## config.mk

```make
export PLATFORM = sky130hd
export DESIGN_NAME = spi_regbank_slave
export DESIGN_NICKNAME = d
export VERILOG_FILES = /design/src/rtl/spireg_pkg.sv /design/src/rtl/spireg_sync.sv /design/src/rtl/spireg_rx.sv /design/src/rtl/spireg_tx.sv /design/src/rtl/spireg_regs.sv /design/src/rtl/spi_regbank_slave.sv
export SDC_FILE = /design/constraint.sdc
export NUM_CORES = 1
export LEC_CHECK = 0
export BUFFER_PORTS_ARGS = -buffer_cell sky130_fd_sc_hd__buf_2
export CAP_MARGIN = 20
export CORE_ASPECT_RATIO = 1.1
export CORE_MARGIN = 3
export CORE_UTILIZATION = 48
export CTS_CLUSTER_DIAMETER = 200
export CTS_CLUSTER_SIZE = 25
export DETAILED_ROUTE_END_ITERATION = 16
export PLACE_DENSITY = 0.67
export SYNTH_ARGS = -nofsm -noshare
export SYNTH_HDL_FRONTEND = slang
export SYNTH_SLANG_ARGS = --single-unit
```

## constraint.sdc

```tcl
create_clock -name clk -period 1.8 [get_ports clk]
set_clock_uncertainty 0.15 [all_clocks]
set_input_delay 0.36 -clock clk [delete_from_list [all_inputs] [get_ports clk]]
set_output_delay 0.36 -clock clk [all_outputs]
set_load 0.02 [all_outputs]
```

## src/rtl/spireg_pkg.sv

```systemverilog
// Shared widths and the frame layout for the serial register port.
package spireg_pkg;
    localparam int BYTE_W  = 8;
    localparam int ADDR_W  = 7;
    localparam int WORD_W  = 2 * BYTE_W;
    localparam int FRAME_W = 1 + ADDR_W + BYTE_W;

    // One received frame: direction flag, byte address, data byte.
    typedef struct packed {
        logic              wr;
        logic [ADDR_W-1:0] addr;
        logic [BYTE_W-1:0] data;
    } frame_t;
endpackage

```

## src/rtl/spireg_sync.sv

```systemverilog
// Two-flop synchronizer for a bundle of asynchronous inputs.
// Assumes every bit is independent; reset value is given per bit.
module spireg_sync #(
    parameter int           W       = 1,
    parameter logic [W-1:0] RST_VAL = '0
) (
    input  logic         clk,
    input  logic         rst_n,
    input  logic [W-1:0] d_i,
    output logic [W-1:0] q_o
);
    logic [W-1:0] stage1;

    // Two register stages to settle metastable samples.
    always_ff @(posedge clk) begin
        if (!rst_n) begin
            stage1 <= RST_VAL;
            q_o    <= RST_VAL;
        end else begin
            stage1 <= d_i;
            q_o    <= stage1;
        end
    end
endmodule

```

## src/rtl/spireg_rx.sv

```systemverilog
// Frame receiver: finds SCLK/CS edges on synchronized inputs, shifts MOSI in
// on rising SCLK and flags a complete frame for one cycle on the 16th bit.
// Assumes the inputs come from spireg_sync and SCLK is slow against clk.
module spireg_rx
    import spireg_pkg::*;
(
    input  logic   clk,
    input  logic   rst_n,
    input  logic   sclk_s,
    input  logic   cs_s,
    input  logic   mosi_s,
    output logic   done_o,
    output frame_t frame_o,
    output logic   cs_fall_o,
    output logic   shift_o
);
    localparam int CNT_W = $clog2(FRAME_W + 1);
    localparam logic [CNT_W-1:0] CNT_FULL = CNT_W'(FRAME_W);
    localparam logic [CNT_W-1:0] CNT_LAST = CNT_W'(FRAME_W - 1);

    logic               sclk_d;
    logic               cs_d;
    logic [CNT_W-1:0]   bit_cnt;
    logic [FRAME_W-1:0] rx_sh;
    logic [FRAME_W-1:0] rx_next;
    logic               sclk_rise;
    logic               sclk_fall;

    assign sclk_rise = sclk_s & ~sclk_d & ~cs_s;
    assign sclk_fall = ~sclk_s & sclk_d & ~cs_s;
    assign rx_next   = {rx_sh[FRAME_W-2:0], mosi_s};
    assign cs_fall_o = ~cs_s & cs_d;
    assign shift_o   = sclk_fall & (bit_cnt != '0);

    // Keep one cycle of history for edge detection.
    always_ff @(posedge clk) begin
        if (!rst_n) begin
            sclk_d <= 1'b1;
            cs_d   <= 1'b1;
        end else begin
            sclk_d <= sclk_s;
            cs_d   <= cs_s;
        end
    end

    // Shift bits in, count them and publish a frame on the last one.
    always_ff @(posedge clk) begin
        if (!rst_n) begin
            bit_cnt <= '0;
            rx_sh   <= '0;
            done_o  <= 1'b0;
            frame_o <= '0;
        end else begin
            done_o <= 1'b0;
            if (cs_s) begin
                bit_cnt <= '0;
            end else if (sclk_rise && bit_cnt != CNT_FULL) begin
                rx_sh   <= rx_next;
                bit_cnt <= bit_cnt + 1'b1;
                if (bit_cnt == CNT_LAST) begin
                    done_o  <= 1'b1;
                    frame_o <= frame_t'(rx_next);
                end
            end
        end
    end
endmodule

```

## src/rtl/spireg_tx.sv

```systemverilog
// Readback shifter: loads a word when CS falls and moves to the next bit on
// each qualified falling SCLK edge. MISO is the register MSB.
module spireg_tx
    import spireg_pkg::*;
(
    input  logic              clk,
    input  logic              rst_n,
    input  logic              load_i,
    input  logic              shift_i,
    input  logic [WORD_W-1:0] word_i,
    output logic              miso_o
);
    logic [WORD_W-1:0] tx_sh;

    // Load at frame start, shift towards the MSB on falling SCLK.
    always_ff @(posedge clk) begin
        if (!rst_n) begin
            tx_sh <= '0;
        end else if (load_i) begin
            tx_sh <= word_i;
        end else if (shift_i) begin
            tx_sh <= {tx_sh[WORD_W-2:0], 1'b0};
        end
    end

    assign miso_o = tx_sh[WORD_W-1];
endmodule

```

## src/rtl/spireg_regs.sv

```systemverilog
// Register bank: byte writes into configuration words, read-only sample word,
// write-only command bit turned into a pulse, and the pending read request.
// Assumes done_i is a single-cycle strobe with frame_i valid alongside it.
module spireg_regs
    import spireg_pkg::*;
#(
    parameter int                NUM_CFG     = 4,
    parameter logic [ADDR_W-1:0] CFG_BASE    = 7'h20,
    parameter logic [ADDR_W-1:0] SAMPLE_ADDR = 7'h14,
    parameter logic [ADDR_W-1:0] CMD_ADDR    = 7'h3E,
    parameter int                CAP_BIT     = 11
) (
    input  logic                      clk,
    input  logic                      rst_n,
    input  logic                      done_i,
    input  frame_t                    frame_i,
    input  logic [WORD_W-1:0]         sample_i,
    output logic [NUM_CFG*WORD_W-1:0] cfg_o,
    output logic                      cap_start_o,
    output logic [WORD_W-1:0]         rd_word_o
);
    localparam int WA_W = ADDR_W - 1;
    localparam logic [WA_W-1:0] CFG_WBASE  = CFG_BASE[ADDR_W-1:1];
    localparam logic [WA_W-1:0] SAMPLE_WA  = SAMPLE_ADDR[ADDR_W-1:1];
    localparam logic [WA_W-1:0] CMD_WA     = CMD_ADDR[ADDR_W-1:1];
    localparam logic            CAP_HI     = (CAP_BIT >= BYTE_W);
    localparam int              CAP_DBIT   = CAP_BIT % BYTE_W;
    localparam logic [ADDR_W-1:0] CAP_BADDR = {CMD_WA, CAP_HI};

    logic            wr_stb;
    logic            pend_v;
    logic [ADDR_W-1:0] pend_a;

    assign wr_stb = done_i & frame_i.wr;

    // One storage word per configuration slot, written a byte at a time.
    for (genvar g = 0; g < NUM_CFG; g++) begin : g_cfg
        localparam logic [WA_W-1:0] WA = CFG_WBASE + WA_W'(g);
        logic [WORD_W-1:0] word_q;

        // Update the addressed byte of this word on a write frame.
        always_ff @(posedge clk) begin
            if (!rst_n) begin
                word_q <= '0;
            end else if (wr_stb && frame_i.addr[ADDR_W-1:1] == WA) begin
                if (frame_i.addr[0]) begin
                    word_q[WORD_W-1:BYTE_W] <= frame_i.data;
                end else begin
                    word_q[BYTE_W-1:0] <= frame_i.data;
                end
            end
        end

        assign cfg_o[g*WORD_W +: WORD_W] = word_q;
    end

    // Fire the capture pulse for one cycle; the command bit is never stored.
    always_ff @(posedge clk) begin
        if (!rst_n) begin
            cap_start_o <= 1'b0;
        end else begin
            cap_start_o <= wr_stb && (frame_i.addr == CAP_BADDR)
                           && frame_i.data[CAP_DBIT];
        end
    end

    // Each completed frame replaces the pending read request.
    always_ff @(posedge clk) begin
        if (!rst_n) begin
            pend_v <= 1'b0;
            pend_a <= '0;
        end else if (done_i) begin
            pend_v <= ~frame_i.wr;
            pend_a <= frame_i.addr;
        end
    end

    // Select the word the pending request names; unmapped reads give zero.
    always_comb begin
        rd_word_o = '0;
        if (pend_v) begin
            if (pend_a[ADDR_W-1:1] == SAMPLE_WA) begin
                rd_word_o = sample_i;
            end
            for (int i = 0; i < NUM_CFG; i++) begin
                if (pend_a[ADDR_W-1:1] == CFG_WBASE + WA_W'(i)) begin
                    rd_word_o = cfg_o[i*WORD_W +: WORD_W];
                end
            end
        end
    end
endmodule

```

## src/rtl/spi_regbank_slave.sv

```systemverilog
// Top level of the serial register port: synchronizers, frame receiver,
// readback shifter and register bank. Assumes clk is at least 8x SCLK and
// that the host uses mode 3 with 16-bit frames.
module spi_regbank_slave
    import spireg_pkg::*;
#(
    parameter int                NUM_CFG     = 4,
    parameter logic [ADDR_W-1:0] CFG_BASE    = 7'h20,
    parameter logic [ADDR_W-1:0] SAMPLE_ADDR = 7'h14,
    parameter logic [ADDR_W-1:0] CMD_ADDR    = 7'h3E,
    parameter int                CAP_BIT     = 11
) (
    input  logic                      clk,
    input  logic                      rst_n,
    input  logic                      sclk_i,
    input  logic                      cs_n_i,
    input  logic                      mosi_i,
    output logic                      miso_o,
    input  logic [15:0]               sample_i,
    output logic [NUM_CFG*16-1:0]     cfg_o,
    output logic                      cap_start_o
);
    logic [2:0]        pins_s;
    logic              sclk_s;
    logic              cs_s;
    logic              mosi_s;
    logic              frm_done;
    frame_t            frm;
    logic              cs_fall;
    logic              tx_shift;
    logic [WORD_W-1:0] rd_word;

    spireg_sync #(.W(3), .RST_VAL(3'b110)) u_sync (
        .clk   (clk),
        .rst_n (rst_n),
        .d_i   ({sclk_i, cs_n_i, mosi_i}),
        .q_o   (pins_s)
    );

    assign {sclk_s, cs_s, mosi_s} = pins_s;

    spireg_rx u_rx (
        .clk       (clk),
        .rst_n     (rst_n),
        .sclk_s    (sclk_s),
        .cs_s      (cs_s),
        .mosi_s    (mosi_s),
        .done_o    (frm_done),
        .frame_o   (frm),
        .cs_fall_o (cs_fall),
        .shift_o   (tx_shift)
    );

    spireg_regs #(
        .NUM_CFG     (NUM_CFG),
        .CFG_BASE    (CFG_BASE),
        .SAMPLE_ADDR (SAMPLE_ADDR),
        .CMD_ADDR    (CMD_ADDR),
        .CAP_BIT     (CAP_BIT)
    ) u_regs (
        .clk         (clk),
        .rst_n       (rst_n),
        .done_i      (frm_done),
        .frame_i     (frm),
        .sample_i    (sample_i),
        .cfg_o       (cfg_o),
        .cap_start_o (cap_start_o),
        .rd_word_o   (rd_word)
    );

    spireg_tx u_tx (
        .clk     (clk),
        .rst_n   (rst_n),
        .load_i  (cs_fall),
        .shift_i (tx_shift),
        .word_i  (rd_word),
        .miso_o  (miso_o)
    );
endmodule

```

### Yosys cells after proc, flatten, opt, wreduce, memory -nomap -nowiden

Cells that the tools add are included.

* bits in registers: 134
* bits of input ports: 21
* output and inout port bits: 66
* logic and storage cells: 79

* add/subtract/negate cells: 1
* eq/ne operators: 12
* muxes and demuxes: 9
* bitwise logic cells: 14
* reduce and logical (&&, ||, !) cells: 21

Operators with widths (count)
* 16-bit two-way mux: 8
* 6-bit by 5-bit equality test with 1-bit output (second input constant): 8
* 2-bit AND reduction: 9
* 1-bit AND: 7
* 7-bit by 6-bit equality test with 1-bit output (second input constant): 1
* 1-bit logical AND: 7
* 1-bit inverter: 7
* 6-bit by 4-bit equality test with 1-bit output (second input constant): 1
* 5-bit by 1-bit adder with 5-bit output (second input constant): 1
* 5-bit by 4-bit equality test with 1-bit output (second input constant): 1
* 5-bit inequality test (second input constant): 1
* 5-bit nonzero test: 1
* 3-bit AND reduction: 1
* 3-bit OR reduction: 1
* 2-bit nonzero test: 1
* 2-bit OR reduction: 1
* 1-bit two-way mux: 1

### Depth between registers and ports, before layout

* depth in word-level cells: 8
* mapped depth: 8
* depth with buffers taken out: 6

### Cells and area by module

From an unflattened synthesis, not the netlist that was laid out.

* cells, all modules: 633
* area, all modules: 5816.8 sq um

Modules (own cells, without submodules)
* spireg_regs: times used 1, cells an instance 407, area each 3321.9 sq um, seq. area each 1441.4 sq um
* spireg_rx: times used 1, cells an instance 144, area each 1495.2 sq um, seq. area each 780.7 sq um
* spireg_tx: times used 1, cells an instance 70, area each 842.1 sq um, seq. area each 320.3 sq um
* spireg_sync: times used 1, cells an instance 12, area each 157.7 sq um, seq. area each 120.1 sq um

### Worst setup path after synthesis

No wires, ideal clock.

* path type: register to register
* start: register u_rx.bit_cnt[0]
* end: register u_rx.frame_o[3] (netlist bit)
* library setup time: 76 ps
* data arrival time: 1726 ps
* required time: 1574 ps
* path slack: -151 ps
* cell stages (with the launch flop): 9
* buffers on the path: 2
* clock period less this slack: 1951 ps
* cell sequence: dfxtp_1 -> ha_1 -> and3_1 -> ha_1 -> clkbuf_1 -> nand3_1 -> clkbuf_1 -> nand2_1 -> a21boi_0

* cells in the longest elaborated chain, start to end: 3
* elaborated cells between the ends (all ways): 4
* classes of those cells: 2 x eq/ne; 2 x reduce/logical

RTL lines
* start, declared: RTL line spireg_rx.sv:23 `logic [CNT_W-1:0] bit_cnt;`
* start signal, assigned: RTL line spireg_rx.sv:59 `bit_cnt <= bit_cnt + 1'b1;`
* 5-bit inequality test: RTL line spireg_rx.sv:57 `end else if (sclk_rise && bit_cnt != CNT_FULL) begin`
* 1-bit logical AND: RTL line spireg_rx.sv:57
* 3-bit AND reduction (no source line) (*)
* end signal, assigned: RTL line spireg_rx.sv:62 `frame_o <= frame_t'(rx_next);`
* end, declared: RTL line spireg_rx.sv:13 `output frame_t frame_o,`

Every way passes the cells marked *; elsewhere a longest branch is shown, timed or not.
A chain may end at the register's enable or synchronous reset.

### Worst setup path in the final report

* start: register u_rx.bit_cnt[1]
* end: register u_tx.tx_sh[10]

* cells in the longest elaborated chain, start to end: 3

RTL lines
* 5-bit nonzero test: RTL line spireg_rx.sv:33 `assign shift_o = sclk_fall & (bit_cnt != '0);`
* 1-bit AND: RTL line spireg_rx.sv:33
* 2-bit nonzero test (no source line)
* end signal, assigned: RTL line spireg_tx.sv:20 `tx_sh <= word_i;`
* end signal, assigned: RTL line spireg_tx.sv:22 `tx_sh <= {tx_sh[WORD_W-2:0], 1'b0};`
* end, declared: RTL line spireg_tx.sv:13 `logic [WORD_W-1:0] tx_sh;`

Every way passes these cells.

==> flow_summary.yaml <==
grt:
  grt_start_max_net_pins: 52
  grt_pass1_vias: 5057
  grt_pass1_wl_um: 27600
  grt_antenna_before_repair: 0
  grt_overflow: 0
  grtUsageTotal_pct: 24.5
min_path:
  hold_depth: 3
  hold-path-endpoint: "u_tx.tx_sh[0]$_SDFFE_PN0P_"
  worstHoldPathType: "input pin to register"
  min-delay-start: "sample_i[0]"
synthesis:
  synth-xor-area-share_pct: 0.415
  synth-simple-area-share_pct: 23.4
  synth_top_area_share_pct: 42.1
  synth_cell_types: 45
  synthesis.area_sq_um: 6330
  synth_common_cells: "dfxtp_1 (133), mux2i_1 (86), nor2b_1 (86)"
  async_flop_share_pct: 0
  synth_fa_ha_area_share_pct: 0.593
  syn_area_per_cell_sq_um: 9.41
  synth_largest_area_cell: "dfxtp_1"
  synth_warnings: 0
  synth_compound_area_share_pct: 13.7
  synth_top_family_by_area: "simple AND/OR/NAND/NOR gates"
  synth_edf_count: 0
  synth-seq-area-share_pct: 42.1
  synth_cells: 672
  ys.flop_type: "dfxtp_1"
  synth.area.top_cells: "dfxtp_1 (42%), mux2i_1 (14%), nor2b_1 (8.5%)"
  synthMostInstantiatedCell: "dfxtp_1"
  synth_mux_area_share_pct: 13.8
  ys_ff_latch: 133
  syn-num-nets: 696
sta:
  slew_headroom_pct: 55.3
  grt_setup_unrepaired: "true"
  whs_ns: 0.166
  finalSetupViolations: 15
  slew_violations: 0
  period_share_pct: 103
  hold_violations: 0
  period_needed_ns: 1.85
  fmax_mhz: 541
  fin_ws_ns: -0.0475
  worst_slew_pin_slew_ns: 0.669
setup_path:
  reg2reg_to: "u_tx.tx_sh[10]$_SDFFE_PN0P_"
  slowest_stage: "or4b_4"
  crit_type: "register to register"
  arrival_ns: 1.98
  reg2reg_from: "u_rx.bit_cnt[1]$_SDFFE_PP0N_"
  slowest_delay_ns: 0.49
  reg2reg_slack_ns: -0.05
  required_ns: 1.94
  reg2regPathDepth: 6
  startpoint_type: "register"
  crit_fanout: 8
  crit_chain: "inv_2 -> ha_4 -> or4b_4 -> a32o_2 -> o21ai_2 -> a31oi_1"
  cp-end-kind: "register"
pwr:
  powerDensity_nw_per_um2: 833
  switching_share_pct: 20.3
  irDropWorstVdd_mv: 0.544
  comb_power_share_pct: 2.6
  clockPowerShare_pct: 52.5
  seqPwrFrac_pct: 44.9
  p_leak_uw: 0.00313
  p_switching_uw: 1350
  p_int_uw: 5290
clocking:
  clkLatencyLatePin_ns: 0.42
  clkTransAtPathRegs_ns: 0.06
  post_cts_buffers: 0
  cts_tree: "built"
  clk_path_buf_depth: 2
  clock_sinks: 133
  cts_root_buf: "clkbuf_16"
  cts_buffers: 17
  cts_max_level: 4
drt:
  vias: 5401
  drt_iter0_drc: 524
  dr.pass1.iters: 5
  totalWireLength_um: 18200
  post_drt_via_cell_ratio: 5.79
  drtAntennaViolNets: 0
  drcViolationCount: 0
  wl_per_cell_um: 19.5
floorplan:
  rows: 43
  core_sq_um: 12800
  die_h_um: 126
  start_util_pct: 49.6
  fp.dieW_um: 115
  dieArea_sq_um: 14600
  ioPinCount: 87
finish:
  diodes: 0
  nets: 787
  utilization_pct: 62.5
  final.fill_count: 1024
  syn_to_final_growth_pct: 26.0
  drive_gt1_share_pct: 28.6
run_status:
  status: "finished, violations left"
  violations: "setup timing"
placement:
  dp_hpwl_um: 12300
  routabilityCongestion: 0.862
  io_buffer_count: 86
run:
  drv_cap: 0
==> area by class of cell <==
cell class | instances | area [sq um] | area share [%]
Multi-Input combinational cell | 456 | 3470 | 43.5
Tap cell | 157 | 196 | 2.46
Inverter | 20 | 75.1 | 0.942
Timing Repair Buffer | 135 | 960 | 12.0
Clock buffer | 22 | 464 | 5.82
Clock inverter | 10 | 129 | 1.62
Sequential cell | 133 | 2680 | 33.6
==> cell families (layout without fill, tap and decap cells) <==
group	count (synthesis)	in the layout
AOI/OAI and AO/OA	128	129
DFF	133	133
xor gates and xnor gates	3	3
and+or+nand+nor	232	234
buffers and inverters	86	187
muxes	87	87
adders and majority gates	3	3
==> power groups by stage <==
stage | Clock (uW) | Combinational, uW | Sequential (uW)
floorplan | 0 | 108 | 3040
global placement | 0 | 151 | 3040
detailed placement | 0 | 156 | 3040
CTS | 3530 | 165 | 2980
global route | 3660 | 184 | 2980
finish | 3480 | 173 | 2980
==> worst max-delay path by stage <==
stage / startpoint / to / slack, ns
2_1_floorplan: u_rx.bit_cnt[1]$_SDFFE_PP0N_ / u_tx.tx_sh[4]$_SDFFE_PN0P_ / -0.01
3_3_place_gp: u_rx.bit_cnt[1]$_SDFFE_PP0N_ / u_tx.tx_sh[12]$_SDFFE_PN0P_ / -0.02
3_5_place_dp: u_rx.bit_cnt[1]$_SDFFE_PP0N_ / u_tx.tx_sh[10]$_SDFFE_PN0P_ / -0.11
4_1_cts: u_rx.bit_cnt[1]$_SDFFE_PP0N_ / u_tx.tx_sh[7]$_SDFFE_PN0P_ / -0.05
5_1_grt: u_rx.bit_cnt[1]$_SDFFE_PP0N_ / u_tx.tx_sh[10]$_SDFFE_PN0P_ / -0.09
6_report: u_rx.bit_cnt[1]$_SDFFE_PP0N_ / u_tx.tx_sh[10]$_SDFFE_PN0P_ / -0.05
==> worst max-delay path, delay by kind of cell (launching register included) <==
kind | cells | cell delay [ns]
buffers and inverters | 1 | 0.06
AO/OA/AOI/OAI | 3 | 0.56
flip-flops | 1 | 0.32
adder cells (fa/ha/maj) | 1 | 0.13
AND/OR/NAND/NOR | 1 | 0.49
==> sequential cells by signal (all words and copies together), names as in the netlist <==
signal               flops
u_regs.g_cfg.word_q     64
u_rx.frame_o            16
u_tx.tx_sh              16
u_rx.rx_sh              15
u_regs.pend_a            6
u_rx.bit_cnt             5
u_sync.q_o               3
u_sync.stage1            3
u_regs.cap_start_o       1
u_regs.pend_v            1
u_rx.cs_d                1
u_rx.done_o              1
u_rx.sclk_d              1
==> per-stage QoR <==
stage               total power [uW]  instance area [sq um]  TNS (ns)  instances  worst slack, ns
finish                          6640                   7970    -0.376        933          -0.0475
global route                    6830                   7970     -1.62        933          -0.0936
CTS                             6680                   7780    -0.588        932          -0.0541
detailed placement              3200                   7090     -1.18        894           -0.106
global placement                3200                   7090    -0.135        894          -0.0248
floorplan                       3150                   6370   -0.0460        672          -0.0140
==> cell usage in the layout, fill, tap and decap left out, types with 6 or more instances in the layout <==
master / Yosys / final
nor4b_1: 16 / 12
mux2i_1: 86 / 83
nor2_1: 23 / 23
o21ai_2: 0 / 7
o21ai_1: 0 / 8
buf_6: 5 / 7
o21bai_1: 15 / 15
nand2_1: 36 / 36
dfxtp_1: 133 / 125
o221ai_1: 16 / 16
clkbuf_16: 0 / 20
nand2b_1: 8 / 8
a2bb2oi_1: 15 / 15
buf_2: 11 / 86
nor2b_1: 86 / 86
o21ai_0: 31 / 16
buf_12: 0 / 6
a31oi_1: 15 / 15
clkinv_2: 0 / 6
buf_4: 2 / 30
nand3_1: 21 / 20
dfxtp_2: 0 / 6
a21oi_1: 16 / 16
nor3_2: 14 / 15
inv_1: 20 / 18
a21boi_0: 16 / 15
==> layer usage <==
| metal | up-vias | track usage (%) | share of wire, % |
|---|---|---|---|
| met5 | - | 0 | 0 |
| met1 | 2594 | 31.7 | 41 |
| met2 | 215 | 38.9 | 48 |
| met3 | 44 | 5.68 | 7.6 |
| li1 | 2548 | - | - |
| met4 | 0 | 10.6 | 3.1 |
==> timing repair <==
item	4_1_cts	5_1_grt
resized for setup	14	37
hold buffers	3	0
gates cloned	3	3
endpoints found under the hold margin	3	0
endpoints found under the setup margin	54	109
pin swaps	6	8
Power figures use the tool's default switching activity.
